## src/rtl/nand_seq_pkg.sv

```systemverilog
package nand_seq_pkg;

   typedef enum logic [1:0] {
      OP_CMD_RD     = 2'd0,
      OP_ADR_RD     = 2'd1,
      OP_ADR_WR     = 2'd2,
      OP_CMD_BSY_RD = 2'd3
   } nand_op_e;

   typedef struct packed {
      logic       nand_en;
      logic [3:0] twb;
      logic [3:0] trr;
      logic [3:0] tar;
      logic [3:0] tadl;
      logic [3:0] tclr;
   } tim_t;

   localparam int DLY_W = 7;

   // code -> cycles: bit3 weighs 64, bits 2:0 add 0..7
   function automatic logic [DLY_W-1:0] code_to_cycles(input logic [3:0] c);
      return {c[3], 3'b000, c[2:0]};
   endfunction

   function automatic tim_t unpack_word(input logic [31:0] w);
      tim_t t;
      t.nand_en = w[31];
      t.twb     = w[27:24];
      t.trr     = w[19:16];
      t.tar     = w[11:8];
      t.tadl    = w[7:4];
      t.tclr    = w[3:0];
      return t;
   endfunction

   function automatic logic [31:0] pack_word(input tim_t t);
      return {t.nand_en, 3'b000, t.twb, 4'h0, t.trr, 4'h0, t.tar, t.tadl, t.tclr};
   endfunction

endpackage

```

## src/rtl/nand_tim_regs.sv

```systemverilog
module nand_tim_regs
   import nand_seq_pkg::*;
#(
   parameter int NUM_CS = 4,
   parameter int ADDR_W = 8,
   parameter int STRIDE = 20,
   localparam int CS_W  = (NUM_CS > 1) ? $clog2(NUM_CS) : 1
) (
   input  logic              clk,
   input  logic              rst_n,
   input  logic              wr_en,
   input  logic [ADDR_W-1:0] addr,
   input  logic [31:0]       wdata,
   input  logic              lock,
   output logic [31:0]       rdata,
   input  logic [CS_W-1:0]   sel,
   output tim_t              sel_tim
);

   if (NUM_CS < 1 || NUM_CS > 8) begin : g_bad_count
      $error("nand_tim_regs: NUM_CS must be 1..8");
   end
   if (STRIDE * (NUM_CS - 1) >= (1 << ADDR_W)) begin : g_bad_map
      $error("nand_tim_regs: address space too small for the register map");
   end

   tim_t regs_q [NUM_CS];

   for (genvar i = 0; i < NUM_CS; i++) begin : g_word
      localparam logic [ADDR_W-1:0] OFFS = ADDR_W'(i * STRIDE);

      always_ff @(posedge clk or negedge rst_n) begin
         if (!rst_n)
            regs_q[i] <= '0;
         else if (wr_en && !lock && addr == OFFS)
            regs_q[i] <= unpack_word(wdata);
      end


      lock_hold_chk: assert property (@(posedge clk) disable iff (!rst_n)
         lock |=> $stable(regs_q[i]));
   end

   always_comb begin
      rdata = '0;
      for (int i = 0; i < NUM_CS; i++)
         if (addr == ADDR_W'(i * STRIDE))
            rdata = pack_word(regs_q[i]);
   end

   always_comb begin
      sel_tim = '0;
      for (int i = 0; i < NUM_CS; i++)
         if (int'(sel) == i)
            sel_tim = regs_q[i];
   end

endmodule

```

## src/rtl/nand_dly_timer.sv

```systemverilog
module nand_dly_timer #(
   parameter int W = 7
) (
   input  logic         clk,
   input  logic         rst_n,
   input  logic         load,
   input  logic [W-1:0] load_val,
   output logic         zero
);

   if (W < 1) begin : g_bad_w
      $error("nand_dly_timer: W must be positive");
   end

   logic [W-1:0] cnt_q;

   always_ff @(posedge clk or negedge rst_n) begin
      if (!rst_n)
         cnt_q <= '0;
      else if (load)
         cnt_q <= load_val;
      else if (cnt_q != '0)
         cnt_q <= cnt_q - 1'b1;
   end

   assign zero = (cnt_q == '0);


   no_wrap_chk: assert property (@(posedge clk) disable iff (!rst_n)
      (zero && !load) |=> zero);

endmodule

```

## src/rtl/nand_busy_watch.sv

```systemverilog
module nand_busy_watch #(
   parameter int LIMIT = 1024
) (
   input  logic clk,
   input  logic rst_n,
   input  logic active,
   input  logic rdy,
   output logic expire
);

   if (LIMIT == 0) begin : g_off
      assign expire = 1'b0;
   end else begin : g_on
      if (LIMIT < 2) begin : g_bad_limit
         $error("nand_busy_watch: LIMIT must be 0 or at least 2");
      end
      localparam int CNT_W = $clog2(LIMIT + 1);
      localparam logic [CNT_W-1:0] LAST = CNT_W'(LIMIT - 1);
      logic [CNT_W-1:0] cnt_q;

      always_ff @(posedge clk or negedge rst_n) begin
         if (!rst_n)
            cnt_q <= '0;
         else if (!active)
            cnt_q <= '0;
         else if (cnt_q != LAST)
            cnt_q <= cnt_q + 1'b1;
      end

      assign expire = active && !rdy && (cnt_q == LAST);


      cnt_bound_chk: assert property (@(posedge clk) disable iff (!rst_n)
         (active && !rdy && cnt_q == LAST) |=> !active || cnt_q == LAST);
   end

endmodule

```

## src/rtl/nand_bus_sequencer.sv

```systemverilog
module nand_bus_sequencer
   import nand_seq_pkg::*;
#(
   parameter int NUM_CS     = 4,
   parameter int ADDR_W     = 8,
   parameter int BUSY_LIMIT = 1024,
   localparam int CS_W      = (NUM_CS > 1) ? $clog2(NUM_CS) : 1,
   localparam int STRIDE    = 20
) (
   input  logic              clk,
   input  logic              rst_n,
   input  logic              cfg_we,
   input  logic [ADDR_W-1:0] cfg_addr,
   input  logic [31:0]       cfg_wdata,
   input  logic              cfg_lock,
   output logic [31:0]       cfg_rdata,
   input  logic              req,
   input  logic [1:0]        req_op,
   input  logic [CS_W-1:0]   req_cs,
   input  logic [7:0]        req_byte,
   input  logic [7:0]        req_data,
   output logic              ack,
   output logic              done,
   output logic              err,
   input  logic              rdy,
   output logic              cle,
   output logic              ale,
   output logic              we_n,
   output logic              re_n,
   output logic [7:0]        io_out,
   output logic              io_oe
);

   typedef enum logic [3:0] {
      S_IDLE, S_CMD, S_ADR, S_GAP_RD, S_RE, S_GAP_WD, S_WD,
      S_TWB, S_BUSY, S_TRR, S_FIN
   } st_e;

   st_e              state_q, nxt;
   nand_op_e         op_q;
   tim_t             tim_q, sel_tim;
   logic [7:0]       byte_q, data_q;
   logic             err_q, set_err;
   logic             tmr_load, tmr_zero, bw_expire;
   logic [DLY_W-1:0] tmr_val;

   nand_tim_regs #(.NUM_CS(NUM_CS), .ADDR_W(ADDR_W), .STRIDE(STRIDE)) u_regs (
      .clk(clk), .rst_n(rst_n), .wr_en(cfg_we), .addr(cfg_addr),
      .wdata(cfg_wdata), .lock(cfg_lock), .rdata(cfg_rdata),
      .sel(req_cs), .sel_tim(sel_tim));

   nand_dly_timer #(.W(DLY_W)) u_tmr (
      .clk(clk), .rst_n(rst_n), .load(tmr_load), .load_val(tmr_val),
      .zero(tmr_zero));

   nand_busy_watch #(.LIMIT(BUSY_LIMIT)) u_bw (
      .clk(clk), .rst_n(rst_n), .active(state_q == S_BUSY), .rdy(rdy),
      .expire(bw_expire));

   assign ack = (state_q == S_IDLE) && req;

   always_comb begin
      nxt      = state_q;
      tmr_load = 1'b0;
      tmr_val  = '0;
      set_err  = 1'b0;
      unique case (state_q)
         S_IDLE: if (req) begin
            if (!sel_tim.nand_en) begin
               nxt     = S_FIN;
               set_err = 1'b1;
            end else if (req_op == OP_CMD_RD || req_op == OP_CMD_BSY_RD)
               nxt = S_CMD;
            else
               nxt = S_ADR;
         end
         S_CMD: begin
            tmr_load = 1'b1;
            if (op_q == OP_CMD_RD) begin
               nxt     = S_GAP_RD;
               tmr_val = code_to_cycles(tim_q.tclr);
            end else begin
               nxt     = S_TWB;
               tmr_val = code_to_cycles(tim_q.twb);
            end
         end
         S_ADR: begin
            tmr_load = 1'b1;
            if (op_q == OP_ADR_RD) begin
               nxt     = S_GAP_RD;
               tmr_val = code_to_cycles(tim_q.tar);
            end else begin
               nxt     = S_GAP_WD;
               tmr_val = code_to_cycles(tim_q.tadl);
            end
         end
         S_GAP_RD: if (tmr_zero) nxt = S_RE;
         S_RE:     nxt = S_FIN;
         S_GAP_WD: if (tmr_zero) nxt = S_WD;
         S_WD: begin
            nxt      = S_TWB;
            tmr_load = 1'b1;
            tmr_val  = code_to_cycles(tim_q.twb);
         end
         S_TWB: if (tmr_zero) nxt = S_BUSY;
         S_BUSY: begin
            if (rdy) begin
               if (op_q == OP_CMD_BSY_RD) begin
                  nxt      = S_TRR;
                  tmr_load = 1'b1;
                  tmr_val  = code_to_cycles(tim_q.trr);
               end else
                  nxt = S_FIN;
            end else if (bw_expire) begin
               nxt     = S_FIN;
               set_err = 1'b1;
            end
         end
         S_TRR: if (tmr_zero) nxt = S_RE;
         S_FIN: nxt = S_IDLE;
         default: nxt = S_IDLE;
      endcase
   end

   always_ff @(posedge clk or negedge rst_n) begin
      if (!rst_n) begin
         state_q <= S_IDLE;
         op_q    <= OP_CMD_RD;
         tim_q   <= '0;
         byte_q  <= '0;
         data_q  <= '0;
         err_q   <= 1'b0;
      end else begin
         state_q <= nxt;
         if (ack) begin
            op_q   <= nand_op_e'(req_op);
            tim_q  <= sel_tim;
            byte_q <= req_byte;
            data_q <= req_data;
         end
         if (set_err)
            err_q <= 1'b1;
         else if (ack)
            err_q <= 1'b0;
      end
   end

   assign cle   = (state_q == S_CMD);
   assign ale   = (state_q == S_ADR);
   assign we_n  = !(state_q == S_CMD || state_q == S_ADR || state_q == S_WD);
   assign re_n  = (state_q != S_RE);
   assign io_oe = !we_n;
   assign done  = (state_q == S_FIN);
   assign err   = err_q;
   assign io_out = (state_q == S_WD) ? data_q : (io_oe ? byte_q : 8'h00);


   strobe_excl_chk: assert property (@(posedge clk) disable iff (!rst_n)
      !(cle && ale) && !(!we_n && !re_n));


   rd_pulse_chk: assert property (@(posedge clk) disable iff (!rst_n)
      !re_n |=> re_n);


   done_pulse_chk: assert property (@(posedge clk) disable iff (!rst_n)
      done |=> !done);


   ack_idle_chk: assert property (@(posedge clk) disable iff (!rst_n)
      ack |=> !ack);


   nonnand_chk: assert property (@(posedge clk) disable iff (!rst_n)
      (ack && !sel_tim.nand_en) |=> done && err && we_n && re_n);


   timeout_chk: assert property (@(posedge clk) disable iff (!rst_n)
      (bw_expire && state_q == S_BUSY) |=> done && err);

endmodule

```

## config.mk

```make
export PLATFORM = sky130hd
export DESIGN_NAME = nand_bus_sequencer
export DESIGN_NICKNAME = d
export VERILOG_FILES = /design/src/rtl/nand_seq_pkg.sv /design/src/rtl/nand_tim_regs.sv /design/src/rtl/nand_dly_timer.sv /design/src/rtl/nand_busy_watch.sv /design/src/rtl/nand_bus_sequencer.sv
export SDC_FILE = /design/constraint.sdc
export NUM_CORES = 1
export LEC_CHECK = 0
export ABC_AREA = 1
export ABC_CLOCK_PERIOD_IN_PS = 2600
export BUFFER_PORTS_ARGS = -buffer_cell sky130_fd_sc_hd__buf_2
export CELL_PAD_IN_SITES_DETAIL_PLACEMENT = 2
export CELL_PAD_IN_SITES_GLOBAL_PLACEMENT = 2
export CORE_MARGIN = 2
export CORE_UTILIZATION = 35
export CTS_BUF_LIST = sky130_fd_sc_hd__clkbuf_4 sky130_fd_sc_hd__clkbuf_8 sky130_fd_sc_hd__clkbuf_16
export CTS_CLUSTER_DIAMETER = 50
export CTS_CLUSTER_SIZE = 25
export DETAILED_ROUTE_END_ITERATION = 10
export HOLD_SLACK_MARGIN = 0.12
export PLACE_DENSITY = 0.84
export SLEW_MARGIN = 20
export SYNTH_ARGS = -nofsm -noshare
export SYNTH_HDL_FRONTEND = slang
export SYNTH_SLANG_ARGS = --single-unit
```

## constraint.sdc

```tcl
create_clock -name clk -period 2.6 [get_ports clk]
set_clock_uncertainty 0.1 [all_clocks]
set_input_delay 0.26 -clock clk [delete_from_list [all_inputs] [get_ports clk]]
set_output_delay 0.26 -clock clk [all_outputs]
set_load 0.02 [all_outputs]
```

# Yosys cells after proc, flatten, opt, wreduce, memory -nomap -nowiden
# Cells that the tools add are included.
# op_classes
mux	41
n_eq_ne	28
n_addsub	2
n_reduce_logical	26
# op_table
op	n
$mux 32	4
$mux 21	4
$mux 7	6
$pmux 4 s9	1
$mux 4	7
$pmux 7 s4	1
$mux 11	2
$eq 4x3->1 const B	4
$eq 8x6->1 const B	2
$mux 8	2
$eq 4x4->1 const B	3
$add 11x1->11 const B	1
$eq 11x10->1 const B	1
$ne 11x10->1 const B	1
$eq 2x2->1 const B	4
$eq 4x2->1 const B	2
$eq 8x5->1 const B	1
$logic_and 1x1->1	8
$logic_not 8->1	1
$mux 1	8
$ne 2x2->1 const B	4
$logic_not 7->1	1
$reduce_bool 7->1	1
$sub 7x1->7 const B	1
other kinds (16)	27
# word_totals
in_bits	66
register_bits	145
wordCells	133
out_inout_bits	48

# Logic depth before layout (Yosys ltp)
# depth
depth_word	9
ltp_mapped	11
ltp_nobuf	10

# Hierarchy
# A second synthesis with hierarchy kept.
# hier_totals
cells_unflattened	1035
hier_area_um2	7766.2
# by_module_without_submodules
mod	seq_area_each_um2	instances	area_each_um2	cells_each
nand_tim_regs	2102.0	1	4403.0	588
nand_bus_sequencer	1076.0	1	2250.9	310
nand_busy_watch	275.3	1	629.4	78
nand_dly_timer	175.2	1	483.0	59

# Worst setup path before layout
# Ideal clock, no wire load.
# synth_path
path_kind	register to output
from	register state_q[3]
to	output io_out[0]
slack_ps	960
n_path_buf	1
stages_incl_launch_ff	11
required_time_ps	2240
arrival_time_ps	1280
cell_sequence	dfrtp_1 -> inv_2 -> nand2_2 -> inv_2 -> nand2_8 -> nand3_4 -> buf_6 -> nand3_1 -> inv_1 -> a21oi_1 -> inv_1
# synth_via
elab_chain_len	5
word_cells_on_any_way	7
cone_classes	eq/ne: 3; mux: 2; reduce/logical: 2
# synth_lines
item	line_no	source
from (decl)	nand_bus_sequencer.sv:39	st_e state_q, nxt;
from (signal assigned)	nand_bus_sequencer.sv:134	state_q <= nxt;
$eq 4x1->1 or $eq 4x2->1 (tied branches)	nand_bus_sequencer.sv:150	assign we_n = !(state_q == S_CMD || state_q == S_ADR || state_q == S_WD);
$logic_or 1x1->1	nand_bus_sequencer.sv:150	
$logic_or 1x1->1 (*)	nand_bus_sequencer.sv:150	
named net io_oe	nand_bus_sequencer.sv:31	output logic io_oe
$mux 8 (*) (2 in series)	nand_bus_sequencer.sv:155	assign io_out = (state_q == S_WD) ? data_q : (io_oe ? byte_q : 8'h00);
to (decl)	nand_bus_sequencer.sv:30	output logic [7:0] io_out,
# Mark *: on every way through the listed nets, which the timed path passes. The rest lies on a longest branch.

# Worst setup path after layout
# layout_path
from	register state_q[2]
to	output ack
# layout_via
elab_chain_len	2
# layout_lines
item	line_no	source
$logic_not 4->1	nand_bus_sequencer.sv:60	assign ack = (state_q == S_IDLE) && req;
$logic_and 1x1->1	nand_bus_sequencer.sv:60	
to (decl)	nand_bus_sequencer.sv:22	output logic ack,
# No other way between the ends.

==> run summary <==
Post-DRT Antenna Nets: 0
DP Worst Slack: 504 ps
TritonCTS clock tree: done
Placed instance count: 1348
Tightest Pin Transition: 758 ps
Root buffer cell: clkbuf_16
Nets@finish: 1201
Antenna violations before repair: 0
Status: completed
Max-Cap Viols: 0
Congestion Overflow GR: 0
Seq/Total Area, Yosys: 48.0%
Met1 global-route usage: 33.8%
Worst Hold Class: input port to flop
H-tree levels: 4
Die H: 151 µm
Largest cells by area after synthesis: dfrtp_1, nand2_1, o21ai_0, nand3_1, inv_1
Reg clk slew, reported paths: 60 ps
Die area: 0.0228 mm²
Buffers on Ports: 91
Setup crit start kind: flop
Starting Density: 35.9%
Pin count of the biggest net entering global routing: 50
GR peak layer: met2
Max clock buf depth: 2
Clk sinks: 145
Vias in the first global route: 8650
EDFF count, synth: 0
Hold depth: 4
Maximum VDD drop: 0.411 mV
Fmax: 0.408 GHz
RSZ-0062 raised after global routing: no
Routed wire length: 30300 µm
Met3 usage: 4.85%
Share of cells above drive strength 1: 15.3%
Vias/cell: 5.38
Routed WL per cell: 21.4 µm
Die Wd: 151 µm
Setup_tns: 0 ps
Critical Path AT: 2090 ps
DRC viols: 0
Fin crit period: 2450 ps
Post-route non-filler standard cell count: 1419
Later-pin clock latency in the skew report: 440 ps
Critical path class: flop to output port
WP data required: 2240 ps
Reg area: 0.00363 mm²
Cell leakage power: 0.00482 µW
GP Congestion: 0.795
Pwr Density: 890 mW/mm²
Final setup vio count: 0
Maximum fanout along the worst path: 22
Ys Warns: 0
Routed vias: 7636
Filler cell count: 2473
Initial drt markers: 247
Avg Cell Area, Syn: 7.53 µm²
FF-to-FF path depth: 7
Final setup margin: 150 ps
Worst reg2reg setup slack: 560 ps
Core box area: 0.0211 mm²
CP endpoint kind: output port
Met2 usage: 50.7%
Hold EP: err$_DFFE_PN0P_
Area Growth Syn to Fin: 23.7%
Final period util: 94.2%
R2R Path Start: state_q[2]$_DFFE_PN0P_
First-pass detailed-route iteration total: 5
Multi-input gate area: 0.00332 mm²
Row count: 53
Hold path start: rdy
Post-Syn Instances: 1004
Max_slew headroom: 49.3%
Max-slew violation count: 0
CP startpoint: state_q[2]$_DFFE_PN0P_
DP HPWL: 17800 µm
Inserted Diodes: 0
Final Hold Viols: 0
Cell Area, Synth: 0.00756 mm²
Num CTS Buffers: 17
Yosys reg bits: 145
FF-to-FF End: tim_q[16]$_DFFE_PN0P_
First-pass GRT wire length: 48600 µm
GR Util All Layers: 28.2%
IO Pins: 114
Share of flip-flops with an asynchronous set or reset: 100%
Yosys top cell area share: 48.0%
Largest area contributor in the netlist: dfrtp_1
Synth unique cells: 37
Synth Flop Type: dfrtp_1
-- what timing repair did --
item,CTS,global route
endpoints found under the setup margin,0,1
hold buffers,40,0
hold endpoints to repair,140,0
buffers inserted,0,0
gates resized for setup,0,1
-- power by group --
group | total [µW] | internal [µW] | switching [µW]
Clock | 2640 | 1520 | 1120
Combinational | 2660 | 854 | 1810
Sequential | 3020 | 2650 | 371
Total | 8320 | 5020 | 3300
-- cells in the mapped netlist, types with 7 or more instances --
master and count:
nand4_1 24, buf_2 14, o21ai_0 81, clkbuf_1 24, inv_2 7, buf_4 15
nor2_1 36, dfrtp_1 145, nand2_1 374, nand3_1 68, inv_1 84, a21oi_1 45
a2bb2oi_1 10, o21ai_1 24
-- layer usage --
layer | vias to the layer above | part of all wire (%)
li1 | 3462 | -
met1 | 3881 | 41
met2 | 223 | 52
met3 | 70 | 4.4
met4 | 0 | 2.9
met5 | - | 0
-- stage by stage --
step                hold WS (ps)  total power (µW)  util, %  cell area, µm²
floorplan                   -136              4700        -            7600
global placement             151              5330     39.6            8350
detailed placement           149              5470     39.6            8350
CTS                          151              8250     44.3            9350
global route                 174              8780     44.4            9350
finish                       149              8320     44.4            9350
-- cells by family after synthesis --
family                     synth area share (%)
adders and majority gates                 0.496
AOI/OAI and AO/OA                          12.1
other                                    0.0496
xor gates and xnor gates                  0.579
and+or+nand+nor                            30.2
DFF                                        48.0
buffers and inverters                      8.67
-- worst max-delay path, cell delays in order (launching register included) --
cell	delay, ps
dfrtp_1	460
nor2_4	220
inv_2	70
nor2_4	170
nand2_4	230
inv_6	280
buf_2	220
-- registers in the layout, summed over array words and instances (netlist names) --
| register | cells |
|---|---|
| byte_q | 8 |
| data_q | 8 |
| err | 1 |
| op_q | 2 |
| state_q | 4 |
| tim_q | 20 |
| u_bw.g_on.cnt_q | 11 |
| u_regs.regs_q | 84 |
| u_tmr.cnt_q | 7 |
-- how the worst max path moves through the flow --
stage,to,slack (ps),cells past startpoint
6_report,ack,150,6
5_1_grt,ack,8,6
4_1_cts,ack,40,6
3_5_place_dp,cfg_rdata[26],500,10
3_3_place_gp,ack,560,6
2_1_floorplan,io_out[0],960,10
-- cell type report --
| class | count | area share (%) |
|---|---|---|
| sequential | 145 | 38.8 |
| multi-input combinational | 720 | 35.5 |
| clock inverter | 14 | 1.90 |
| inverter | 94 | 3.88 |
| timing repair buffer | 154 | 11.7 |
| clock buffer | 17 | 4.55 |
| tap | 275 | 3.68 |
-- layout by cell type (no fill, tap or decap), types with 2 or more instances in the layout --
master,count
nand2_1,374
dfrtp_1,145
buf_2,90
inv_1,84
o21ai_0,81
nand3_1,68
a21oi_1,45
dlygate4sd3_1,40
nor2_1,36
nand4_1,24
o21ai_1,24
buf_4,18
clkbuf_16,17
conb_1,11
a2bb2oi_1,10
inv_2,7
inv_6,7
nor3_1,6
nor2_4,5
nand2_2,5
buf_12,5
nor2_2,4
a22oi_1,4
o211ai_1,4
clkinvlp_4,4
xnor2_1,3
ha_1,3
bufinv_16,3
nand3b_1,2
nand2_4,2
xor2_1,2
Power figures use the tool's default switching activity.
